File: config.mk
export PLATFORM = sky130hd
export DESIGN_NAME = ovf_timer
export DESIGN_NICKNAME = d
export VERILOG_FILES = /design/src/rtl/otm_pkg.sv /design/src/rtl/otm_regs.sv /design/src/rtl/otm_core.sv /design/src/rtl/otm_irq.sv /design/src/rtl/ovf_timer.sv
export SDC_FILE = /design/constraint.sdc
export NUM_CORES = 1
export LEC_CHECK = 0
export BUFFER_PORTS_ARGS = -buffer_cell sky130_fd_sc_hd__buf_4
export CAP_MARGIN = 5
export CELL_PAD_IN_SITES_DETAIL_PLACEMENT = 0
export CELL_PAD_IN_SITES_GLOBAL_PLACEMENT = 1
export CORE_MARGIN = 2
export CORE_UTILIZATION = 42
export CTS_CLUSTER_DIAMETER = 60
export DETAILED_ROUTE_END_ITERATION = 12
export GPL_TIMING_DRIVEN = 0
export PLACE_DENSITY_LB_ADDON = 0.12
export SYNTH_ARGS = -nofsm -noshare
export SYNTH_HDL_FRONTEND = slang
export SYNTH_SLANG_ARGS = --single-unit
export TNS_END_PERCENT = 100
File: constraint.sdc
create_clock -name clk -period 2.6 [get_ports clk]
set_input_delay 0.39 -clock clk [delete_from_list [all_inputs] [get_ports clk]]
set_output_delay 0.39 -clock clk [all_outputs]
set_load 0.02 [all_outputs]
File: src/rtl/otm_pkg.sv
package otm_pkg;

    localparam int ADDR_W = 3;

    typedef enum logic [ADDR_W-1:0] {
        A_CTRL  = 3'd0,
        A_LOAD  = 3'd1,
        A_COUNT = 3'd2,
        A_STAT  = 3'd3,
        A_IEN   = 3'd4
    } reg_addr_e;

    typedef struct packed {
        logic autoreload;
        logic run;
    } ctrl_t;

    function automatic logic hit(input logic we, input logic [ADDR_W-1:0] a,
                                 input reg_addr_e target);
        return we && (a == target);
    endfunction

endpackage

File: src/rtl/otm_regs.sv
module otm_regs
    import otm_pkg::*;
#(
    parameter int WIDTH = 32
) (
    input  logic              clk,
    input  logic              rst,
    input  logic              wr_en,
    input  logic [ADDR_W-1:0] addr,
    input  logic [WIDTH-1:0]  wdata,
    input  logic              run_i,
    output logic              start_o,
    output logic              stop_o,
    output logic              cnt_wr_o,
    output logic              st_clr_o,
    output logic              autoreload_o,
    output logic [WIDTH-1:0]  load_o,
    output logic              ien_o
);
    logic ctrl_hit;
    assign ctrl_hit = hit(wr_en, addr, A_CTRL);

    assign start_o  = ctrl_hit && wdata[0] && !run_i;
    assign stop_o   = ctrl_hit && !wdata[0];
    assign cnt_wr_o = hit(wr_en, addr, A_COUNT);
    assign st_clr_o = hit(wr_en, addr, A_STAT) && wdata[0];

    always_ff @(posedge clk) begin
        if (rst) begin
            autoreload_o <= 1'b0;
            load_o       <= '0;
            ien_o        <= 1'b0;
        end else begin
            if (ctrl_hit)                   autoreload_o <= wdata[1];
            if (hit(wr_en, addr, A_LOAD))   load_o       <= wdata;
            if (hit(wr_en, addr, A_IEN))    ien_o        <= wdata[0];
        end
    end
endmodule

File: src/rtl/otm_core.sv
module otm_core #(
    parameter int WIDTH     = 32,
    parameter int START_LAT = 3
) (
    input  logic             clk,
    input  logic             rst,
    input  logic             start_i,
    input  logic             stop_i,
    input  logic             cnt_wr_i,
    input  logic [WIDTH-1:0] wdata_i,
    input  logic [WIDTH-1:0] load_i,
    input  logic             autoreload_i,
    output logic [WIDTH-1:0] cnt_o,
    output logic             run_o,
    output logic             cnt_en_o,
    output logic             ovf_o
);
    localparam int DLY_W = (START_LAT > 2) ? $clog2(START_LAT) : 1;
    localparam logic [DLY_W-1:0] LAT_M1 = DLY_W'(START_LAT - 1);
    localparam logic [WIDTH-1:0] ALL_ONES = '1;

    logic [DLY_W-1:0] dly_q;
    logic             sw_touch;

    assign sw_touch = start_i || stop_i || cnt_wr_i;
    assign cnt_en_o = run_o && (dly_q == '0);
    assign ovf_o    = cnt_en_o && (cnt_o == ALL_ONES) && !sw_touch;

    always_ff @(posedge clk) begin
        if (rst) begin
            cnt_o <= '0;
            run_o <= 1'b0;
            dly_q <= '0;
        end else if (start_i) begin
            cnt_o <= load_i;
            run_o <= 1'b1;
            dly_q <= LAT_M1;
        end else if (stop_i) begin
            run_o <= 1'b0;
            dly_q <= '0;
        end else if (cnt_wr_i) begin
            cnt_o <= wdata_i;
            dly_q <= run_o ? LAT_M1 : '0;
        end else if (run_o) begin
            if (dly_q != '0) begin
                dly_q <= dly_q - 1'b1;
            end else if (cnt_o == ALL_ONES) begin
                if (autoreload_i) begin
                    cnt_o <= load_i;
                end else begin
                    cnt_o <= '0;
                    run_o <= 1'b0;
                end
            end else begin
                cnt_o <= cnt_o + 1'b1;
            end
        end
    end
endmodule

File: src/rtl/otm_irq.sv
module otm_irq (
    input  logic clk,
    input  logic rst,
    input  logic ovf_i,
    input  logic clr_i,
    input  logic ien_i,
    output logic pend_o,
    output logic irq_o
);
    always_ff @(posedge clk) begin
        if (rst)        pend_o <= 1'b0;
        else if (ovf_i) pend_o <= 1'b1;
        else if (clr_i) pend_o <= 1'b0;
    end

    assign irq_o = pend_o && ien_i;
endmodule

File: src/rtl/ovf_timer.sv
module ovf_timer
    import otm_pkg::*;
#(
    parameter int WIDTH     = 32,
    parameter int START_LAT = 3
) (
    input  logic              clk,
    input  logic              rst,
    input  logic              wr_en,
    input  logic [ADDR_W-1:0] addr,
    input  logic [WIDTH-1:0]  wdata,
    output logic [WIDTH-1:0]  rdata,
    output logic              irq
);
    logic             start_p, stop_p, cnt_wr_p, st_clr_p;
    logic             ar_q, ien_q, run_q, cnt_en, ovf, pend_q;
    logic [WIDTH-1:0] load_q, cnt_q;
    ctrl_t            ctrl_rd;

    otm_regs #(.WIDTH(WIDTH)) u_regs (
        .clk(clk), .rst(rst), .wr_en(wr_en), .addr(addr), .wdata(wdata),
        .run_i(run_q), .start_o(start_p), .stop_o(stop_p), .cnt_wr_o(cnt_wr_p),
        .st_clr_o(st_clr_p), .autoreload_o(ar_q), .load_o(load_q), .ien_o(ien_q)
    );

    otm_core #(.WIDTH(WIDTH), .START_LAT(START_LAT)) u_core (
        .clk(clk), .rst(rst), .start_i(start_p), .stop_i(stop_p),
        .cnt_wr_i(cnt_wr_p), .wdata_i(wdata), .load_i(load_q),
        .autoreload_i(ar_q), .cnt_o(cnt_q), .run_o(run_q),
        .cnt_en_o(cnt_en), .ovf_o(ovf)
    );

    otm_irq u_irq (
        .clk(clk), .rst(rst), .ovf_i(ovf), .clr_i(st_clr_p), .ien_i(ien_q),
        .pend_o(pend_q), .irq_o(irq)
    );

    assign ctrl_rd = '{autoreload: ar_q, run: run_q};

    always_comb begin
        case (addr)
            A_CTRL:  rdata = {{(WIDTH-2){1'b0}}, ctrl_rd};
            A_LOAD:  rdata = load_q;
            A_COUNT: rdata = cnt_q;
            A_STAT:  rdata = {{(WIDTH-1){1'b0}}, pend_q};
            A_IEN:   rdata = {{(WIDTH-1){1'b0}}, ien_q};
            default: rdata = '0;
        endcase
    end
endmodule

### Word level (Yosys, flattened, before mapping)

Index checks and enable logic that the tools add are counted.

* add/subtract/negate cells: 2
* reduce and logical (&&, ||, !) cells: 31
* equality and inequality tests: 8
* div/mod/pow operators: 0
* bitwise logic cells: 0
* multiplexer cells: 23
* magnitude comparators: 0
* shift operators: 0
* multiply operators: 0

Operators with widths (number)
* $mux W32: 7
* $pmux W32 S5: 1
* $add A32 B1 Y32 const B: 1
* $eq A32 B32 Y1 const B: 1
* $logic_and A1 B1 Y1: 13
* $mux W2: 6
* $mux W1: 9
* $reduce_bool A2 Y1: 4
* $reduce_bool A4 Y1: 2
* $eq A3 B2 Y1 const B: 2
* $ne A3 B1 Y1 const B: 2
* $reduce_and A2 Y1: 2
* $eq A3 B1 Y1 const B: 1
* $eq A3 B3 Y1 const B: 1
* $logic_not A1 Y1: 3
* $logic_not A3 Y1: 1
* $reduce_and A3 Y1: 1
* $reduce_bool A3 Y1: 1
* $reduce_or A3 Y1: 1
* $logic_not A2 Y1: 1
* $logic_or A1 B1 Y1: 2
* $ne A2 B1 Y1 const B: 1
* $sub A2 B1 Y2 const B: 1

* input port bits: 38
* memory bits (writable): 0
* bits in latches: 0
* memories: 0
* word-level logic and storage cells: 72
* memory bits (read-only): 0
* flip-flop bits (word level): 70

### Longest topological paths before layout

Gate-level depths: netlist (run 1).

* word-level depth: 9
* mapped depth: 9
* mapped depth without buffers: 7

### By module

A second synthesis (run 1) with hierarchy kept.

* cell total of the unflattened synthesis: 571
* area, all modules: 4901.0 µm²

Modules (own cells, without submodules)
* otm_core: times used 1, cells an instance 363, area an instance 2850.2 µm², sequential area each 700.7 µm²
* otm_regs: times used 1, cells an instance 153, area an instance 1585.3 µm², sequential area each 680.7 µm²
* ovf_timer: times used 1, cells an instance 50, area an instance 420.4 µm², sequential area each 0.0 µm²
* otm_irq: times used 1, cells an instance 5, area an instance 45.0 µm², sequential area each 20.0 µm²

### Worst setup path before layout (run 1)

No wires, ideal clock.

* path kind: register to register
* start: reg u_core.cnt_o[0]
* end: reg u_core.cnt_o[14]
* data required time: 2.468 ns
* stages on the path, launching flop included: 10
* setup slack: 0.565 ns
* path buffers: 2
* arrival time: 1.904 ns
* clock period less this slack: 2.035 ns
* cells stage by stage: dfxtp_1 ha_1 nand3_1 nor2_2 and4_1 buf_2 buf_6 nor2_1 a221oi_1 nor3_1

* cells in the longest elaborated chain, start to end: 7

RTL lines
* start: declaration: RTL line otm_core.sv:13 `output logic [WIDTH-1:0] cnt_o,`
* start signal: assignment: RTL line otm_core.sv:35 `cnt_o <= load_i;`
* start signal: assignment: RTL line otm_core.sv:42 `cnt_o <= wdata_i;`
* start signal: assignment: RTL line otm_core.sv:49 `cnt_o <= load_i;`
* $add A32 B1 Y32 / $eq A32 B32 Y1 (equally long branches): RTL line otm_core.sv:55, otm_core.sv:47
* $mux W32 *: RTL line otm_core.sv:47 `end else if (cnt_o == ALL_ONES) begin`
* $mux W32 *: RTL line otm_core.sv:45 `if (dly_q != '0) begin`
* $mux W32 *: RTL line otm_core.sv:44 `end else if (run_o) begin`
* $mux W32 *: RTL line otm_core.sv:41 `end else if (cnt_wr_i) begin`
* $mux W32 *: RTL line otm_core.sv:38 `end else if (stop_i) begin`
* $mux W32 *: RTL line otm_core.sv:34 `end else if (start_i) begin`

Every way passes the cells marked *; elsewhere a longest branch is shown, timed or not. The select of a mux whose other input is x is not followed.
A chain may end at the register's enable or synchronous reset.

### Final worst setup path (run 1)

* start: in addr[1]
* end: out rdata[27]

* cells in the longest elaborated chain, start to end: 2

RTL lines
* start: declaration: RTL line ovf_timer.sv:10 `input logic [ADDR_W-1:0] addr,`
* $eq A3 B3 Y1 (tied with other cells): RTL line ovf_timer.sv:41 `case (addr)`
* $pmux W32 S5 *: RTL line ovf_timer.sv:41
* end: declaration: RTL line ovf_timer.sv:12 `output logic [WIDTH-1:0] rdata,`

Every way passes the cells marked *; elsewhere a longest branch is shown, timed or not.

==> qor.csv, run 1 <==
metric,value,unit
cp-end-kind,primary output,
mostFrequentLayoutCells,"nand2_1 (92), buf_4 (74), dfxtp_1 (70)",
die_h,106,um
crit_buf_inv,4,
synthCells,560,
wl,16900,um
synthTopCellsByArea,"dfxtp_1 (32%), nand2_1 (8.0%), a21oi_1 (6.1%)",
p_seq_frac,0.450,
avgSynthCellArea,7.74,sq um
die_w,106,um
place.gp.congestion,0.927,
crit_slowest_cell,clkbuf_1,
num_antenna_cells,0,
timing.rr.start,u_core.cnt_o[2],
yosysWarnings,0,
synth_top_cell_by_area,dfxtp_1,
hpwl,11800,um
die_area,11100,sq um
area_delta_synth_final,21.9,%
grt_use_total,0.309,
maxSlewHeadroom,0.430,
outcome,"complete, no violations",
cp_cell_sequence,buf_4 > buf_2 > nor3b_1 > clkbuf_1 > a22o_1 > buf_4,
min_period,2.51,ns
clkSinkCount,70,
cts.reportedPaths.clkPinSlew,0.09,ns
hp-start,wdata[31],
cp_max_fo,10,
p_clk_frac,0.418,
p_leak,0.00190,uW
vdd_drop_max,275,uV
grt_setup_unrepaired,no,
synth_area,4330,sq um
initial_utilization,0.425,
hold_class,in2reg,
cp-start-kind,input port,
grt_max_degree,12,
synth_edf_count,0,
hold-path-cell-count,3,
slowest_delay,0.69,ns
setup_slack,0.0887,ns
ctsHoldBuffers,0,
cts_buffer_depth,2,
swShare,0.280,
row_count,37,
fmax,398,MHz
cts-htree-levels,3,
synth.distinct_cells,66,
drtIter0Drc,391,
grt_pass1_wl,26200,um
clock_skew,0.0161,ns
yosys.area.top_type_share,0.323,
core_area,10200,sq um
async_flop_share,0,
final_cell_area,5280,sq um
max_cap_violations,0,
finalHoldViolCount,0,
pwr-share-comb,0.132,
fin_crit_sh,0.966,
r2r_slack,0.22,ns
antenna_found_initial,0,
viasPerCell,6.17,
ys.flop_type,dfxtp_1,
numCtsBuffers,9,
post_drt_wl_per_cell,21.6,um
p_int,1860,uW
setup_viol,0,
antenna_left,0,
io_buffers,67,
p_per_area,489,nW/um^2
power_switching,724,uW
pin_count,71,
finalPower,2580,uW
ys_seq_area_frac,0.323,
clock_latency,0.37,ns
tns,0,ns
whs_endpoint,u_regs.load_o[31],
required,2.21,ns
grt_pass1_vias,4606,
vias,4820,
cts-root-buf,clkbuf_8,
worst_slew_pin_slew,0.855,ns
drc,0,
grt_overflow,0,
critPathKind,in2out,
dr.pass1.iters,5,
slew_viol_final,0,
pre_cts_ws,-0.110,ns
post_dp_cell_area,5010,sq um
hold_ws,0.273,ns
path_delay_family,buffers and inverters,
cts_tree,yes,
ff2ff_path_depth,6,
synth-seq-cells,70,
synth_nets,600,
drive_above_1_share,0.194,
cp.arrival,2.12,ns
fin_nets,680,
r2r-end,u_core.cnt_o[31],
final_common_cell,nand2_1,
cp_common_cell,buf_4,
[layer usage]
metal,GRT usage,vias up,wire (um)
met5,0,-,0
met4,0.146,0,593
met3,0.0581,47,1600
met2,0.471,235,7370
met1,0.422,2292,7320
li1,-,2246,-
[worst reg2reg max path, delay by kind of cell, from the launching register on]
family | cells | cell delay, ns
AO/OA/AOI/OAI | 1 | 0.15
flip-flops | 1 | 0.46
AND/OR/NAND/NOR | 5 | 1.70
[kinds of logic after synthesis]
kind of cell,count (synthesis),share of synthesized area
simple gates,234,0.276
compound gates,172,0.280
flops,70,0.323
buf+inv,53,0.0549
xor+xnor,25,0.0505
mux,4,0.00953
fa+ha+maj,2,0.00577
[flip-flops by register name, indices dropped and copies added, names as in the netlist]
name                 count
u_regs.ien_o             1
u_irq.pend_o             1
u_regs.autoreload_o      1
u_core.cnt_o            32
u_regs.load_o           32
u_core.dly_q             2
u_core.run_o             1
[metrics by stage]
stage / utilization / instances
5_1_grt: 0.519 / 781
3_5_place_dp: 0.492 / 763
6_report: 0.519 / 781
2_1_floorplan: - / 560
4_1_cts: 0.515 / 779
3_3_place_gp: 0.492 / 763
[Yosys cell counts, drive strengths merged, types with 2 or more instances]
| master | number |
|---|---|
| nor4 | 12 |
| nand2 | 92 |
| buf | 15 |
| nor3 | 20 |
| a31oi | 8 |
| and3 | 4 |
| o22ai | 15 |
| a2111oi | 2 |
| mux2i | 3 |
| nor2b | 2 |
| ha | 2 |
| nor3b | 4 |
| a22o | 30 |
| o211ai | 3 |
| a21oi | 54 |
| a211oi | 12 |
| clkbuf | 32 |
| xor2 | 8 |
| nor2 | 48 |
| and2 | 4 |
| a221oi | 11 |
| o221ai | 3 |
| nand4 | 16 |
| and4 | 3 |
| nand4b | 2 |
| dfxtp | 70 |
| a211o | 2 |
| a22oi | 9 |
| a32oi | 3 |
| o21ai | 11 |
| a311oi | 3 |
| nand3 | 20 |
| xnor2 | 17 |
| inv | 6 |
[power groups by stage]
stage / combinational [uW] / clock, uW / sequential, uW
4_1_cts: 335 / 1070 / 1160
6_report: 341 / 1080 / 1160
5_1_grt: 369 / 1130 / 1170
2_1_floorplan: 196 / 0 / 1170
3_3_place_gp: 328 / 0 / 1190
3_5_place_dp: 332 / 0 / 1190
[final cells by class]
type / instances / area [sq um]
clock buffer: 13 / 169
buffer: 47 / 219
clock inverter: 3 / 65.1
timing repair buffer: 69 / 518
fill: 1035 / 4900
inverter: 6 / 22.5
sequential: 70 / 1400
multi-input combinational: 437 / 2720
tap: 136 / 170
[what timing repair did]
| item | CTS | global route |
|---|---|---|
| endpoints found under the hold margin | 0 | 0 |
| pin swaps | 0 | 1 |
| endpoints found under the setup margin | 16 | 49 |
| cloned | 0 | 0 |
| gates resized for setup | 2 | 8 |
| buffers inserted | 0 | 2 |
[how the worst max path moves through the flow]
stage,startpoint,end,cells past startpoint,slack (ns)
after floorplan,u_core.cnt_o[0],u_core.cnt_o[14],9,0.56
final,addr[1],rdata[27],6,0.09
after detailed placement,u_core.cnt_o[0],u_core.cnt_o[9],7,-0.11
after global placement,u_core.cnt_o[1],u_core.cnt_o[9],7,-0.09
after CTS,u_core.cnt_o[1],u_core.cnt_o[22],7,0.03
after global routing,addr[1],rdata[14],6,0.06
Note: power is estimated with default switching activity, not from simulation.
==> inputs of run 2 (changes only) <==
Settings changed: PLACE_DENSITY_LB_ADDON 0.12 to 0.05.
==> run 2 against run 1 <==
  * Clock power barely moved
  * Hold slack got worse by 0.0014 ns
  * Critical path depth did not move
  * Wire length fell by 0.27%
  * Sequential power barely moved
  * Die area did not move
  * Sequential cell count did not move
  * Worst setup slack got worse by 0.067 ns
  * Critical endpoint is now rdata[18]
  * Highest routed layer unchanged
==> qor.csv, run 2 (same netlist as run 1, synthesis figures left out) <==
metric,value,unit,change
post_drt_wl_per_cell,21.6,um,about the same
initial_utilization,0.425,,unchanged
vias,4839,,was 4820
io_buffers,67,,unchanged
cp-end-kind,primary output,,unchanged
hpwl,11800,um,about the same
slew_viol_final,0,,unchanged
grt_overflow,0,,unchanged
hp-start,wdata[26],,was wdata[31]
p_leak,0.00190,uW,about the same
row_count,37,,unchanged
vdd_drop_max,297,uV,was 275 uV
outcome,"complete, no violations",,unchanged
p_per_area,491,nW/um^2,was 489 nW/um^2
cp_common_cell,buf_4,,unchanged
fin_nets,680,,unchanged
cp.arrival,2.19,ns,was 2.12 ns
worst_slew_pin_slew,0.920,ns,was 0.855 ns
cp_max_fo,10,,unchanged
cts.reportedPaths.clkPinSlew,0.09,ns,about the same
core_area,10200,sq um,unchanged
reg_top3,"u_core.cnt_o (32), u_regs.load_o (32), u_core.dly_q (2)",,unchanged
nFillCells,1029,,was 1035
max_cap_violations,0,,unchanged
numCtsBuffers,9,,unchanged
cts-htree-levels,3,,unchanged
setup_viol,0,,unchanged
min_period,2.58,ns,was 2.51 ns
drive_above_1_share,0.189,,was 0.194
die_h,106,um,unchanged
timing.rr.start,u_core.cnt_o[1],,was u_core.cnt_o[2]
die_area,11100,sq um,unchanged
final_util,0.519,,about the same
cts_tree,yes,,unchanged
antenna_found_initial,0,,unchanged
critPathKind,in2out,,unchanged
area_delta_synth_final,22.0,%,was 21.9%
mostFrequentLayoutCells,"nand2_1 (92), buf_4 (74), dfxtp_1 (70)",,unchanged
grt_use_total,0.304,,was 0.309
viasPerCell,6.20,,was 6.17
cts-root-buf,clkbuf_8,,unchanged
pin_count,71,,unchanged
num_antenna_cells,0,,unchanged
hold-path-cell-count,3,,unchanged
dr.pass1.iters,5,,unchanged
crit_buf_inv,4,,unchanged
crit_slowest_cell,clkbuf_1,,unchanged
drc,0,,unchanged
drtIter0Drc,435,,was 391
cp-start-kind,input port,,unchanged
fmax,388,MHz,was 398 MHz
final_common_cell,nand2_1,,unchanged
finalHoldViolCount,0,,unchanged
clkSinkCount,70,,unchanged
cp_cell_sequence,buf_4 > buf_2 > nor3_1 > clkbuf_1 > a22o_1 > buf_4,,was buf_4 > buf_2 > nor3b_1 > clkbuf_1 > a22o_1 > buf_4
grt_pass1_vias,4471,,was 4606
grt_setup_unrepaired,no,,unchanged
place.gp.congestion,0.918,,was 0.927
slowest_delay,0.65,ns,was 0.69 ns
clock_skew,0.0166,ns,was 0.0161 ns
required,2.21,ns,about the same
clock_latency,0.37,ns,about the same
hold_ws,0.271,ns,was 0.273 ns
grt_pass1_wl,25700,um,was 26200 um
grt_max_degree,13,,was 12
antenna_left,0,,unchanged
path_delay_family,buffers and inverters,,unchanged
r2r_slack,0.22,ns,about the same
wl,16800,um,was 16900 um
maxSlewHeadroom,0.386,,was 0.430
cts_buffer_depth,2,,unchanged
die_w,106,um,unchanged
whs_endpoint,u_regs.load_o[26],,was u_regs.load_o[31]
r2r-end,u_core.cnt_o[21],,was u_core.cnt_o[31]
fin_crit_sh,0.992,,was 0.966
hold_class,in2reg,,unchanged
ff2ff_path_depth,7,,was 6
## run 2: cell types whose count changed in the layout (fill, tap and decap cells not counted), sizes merged
cell    change
bufinv      +1
clkbuf      -2
clkinv      +1
## run 2: layer usage
layer	part of all wire	routed length, um	vias up	track usage
met4	0.035	597	0	0.146
met2	0.44	7350	249	0.451
met5	0	0	-	0
li1	-	-	2251	-
met1	0.43	7320	2297	0.426
met3	0.093	1570	42	0.0513
## run 2: stage by stage
step	total power, uW	setup WS [ns]	setup TNS, ns	std cells	instance area (sq um)
floorplan	1370	0.565	0	560	4330
global route	2690	0.0101	0	781	5290
finish	2600	0.0212	0	781	5290
global placement	1510	-0.0419	-0.0490	763	5010
CTS	2590	0.00269	0	779	5250
detailed placement	1520	-0.0729	-0.267	763	5010
## run 2: worst max-delay path by stage
stage / endpoint / depth (start not counted) / startpoint / slack, ns
finish: rdata[18] / 6 / addr[1] / 0.02
global route: rdata[27] / 6 / addr[1] / 0.01
CTS: u_core.cnt_o[22] / 7 / u_core.cnt_o[1] / 0.003
detailed placement: u_core.cnt_o[9] / 7 / u_core.cnt_o[1] / -0.07
global placement: u_core.cnt_o[9] / 7 / u_core.cnt_o[1] / -0.04
floorplan: u_core.cnt_o[14] / 9 / u_core.cnt_o[0] / 0.56
## run 2: area by class of cell
type	instances	area, sq um	area share
buffer	47	216	0.0410
clock buffer	11	131	0.0249
clock inverter	5	108	0.0204
inverter	6	22.5	0.00426
multi-input combinational	437	2720	0.514
sequential	70	1400	0.265
tap	136	170	0.0322
timing repair buffer	69	518	0.0980
## run 2: what timing repair did
item	CTS	global route
pin swaps	0	1
setup buffers	0	2
hold buffers	0	0
gates resized for setup	1	5
setup endpoints to repair	12	27
## run 2: report_power, final
part / total (uW) / internal (uW) / switching (uW) / leakage, uW
logic: 340 / 132 / 208 / 0.00121
registers: 1160 / 1110 / 53.8 / 0.000568
clock network: 1090 / 642 / 451 / 0.000118
## run 2: worst reg2reg max path: stages, from the launching register on
cell      delay, ns
dfxtp_1        0.46
ha_1           0.25
nand3_2        0.25
nor2_4         0.25
nand4_4        0.14
clkbuf_1       0.38
a221oi_1       0.40
nor3_1         0.10
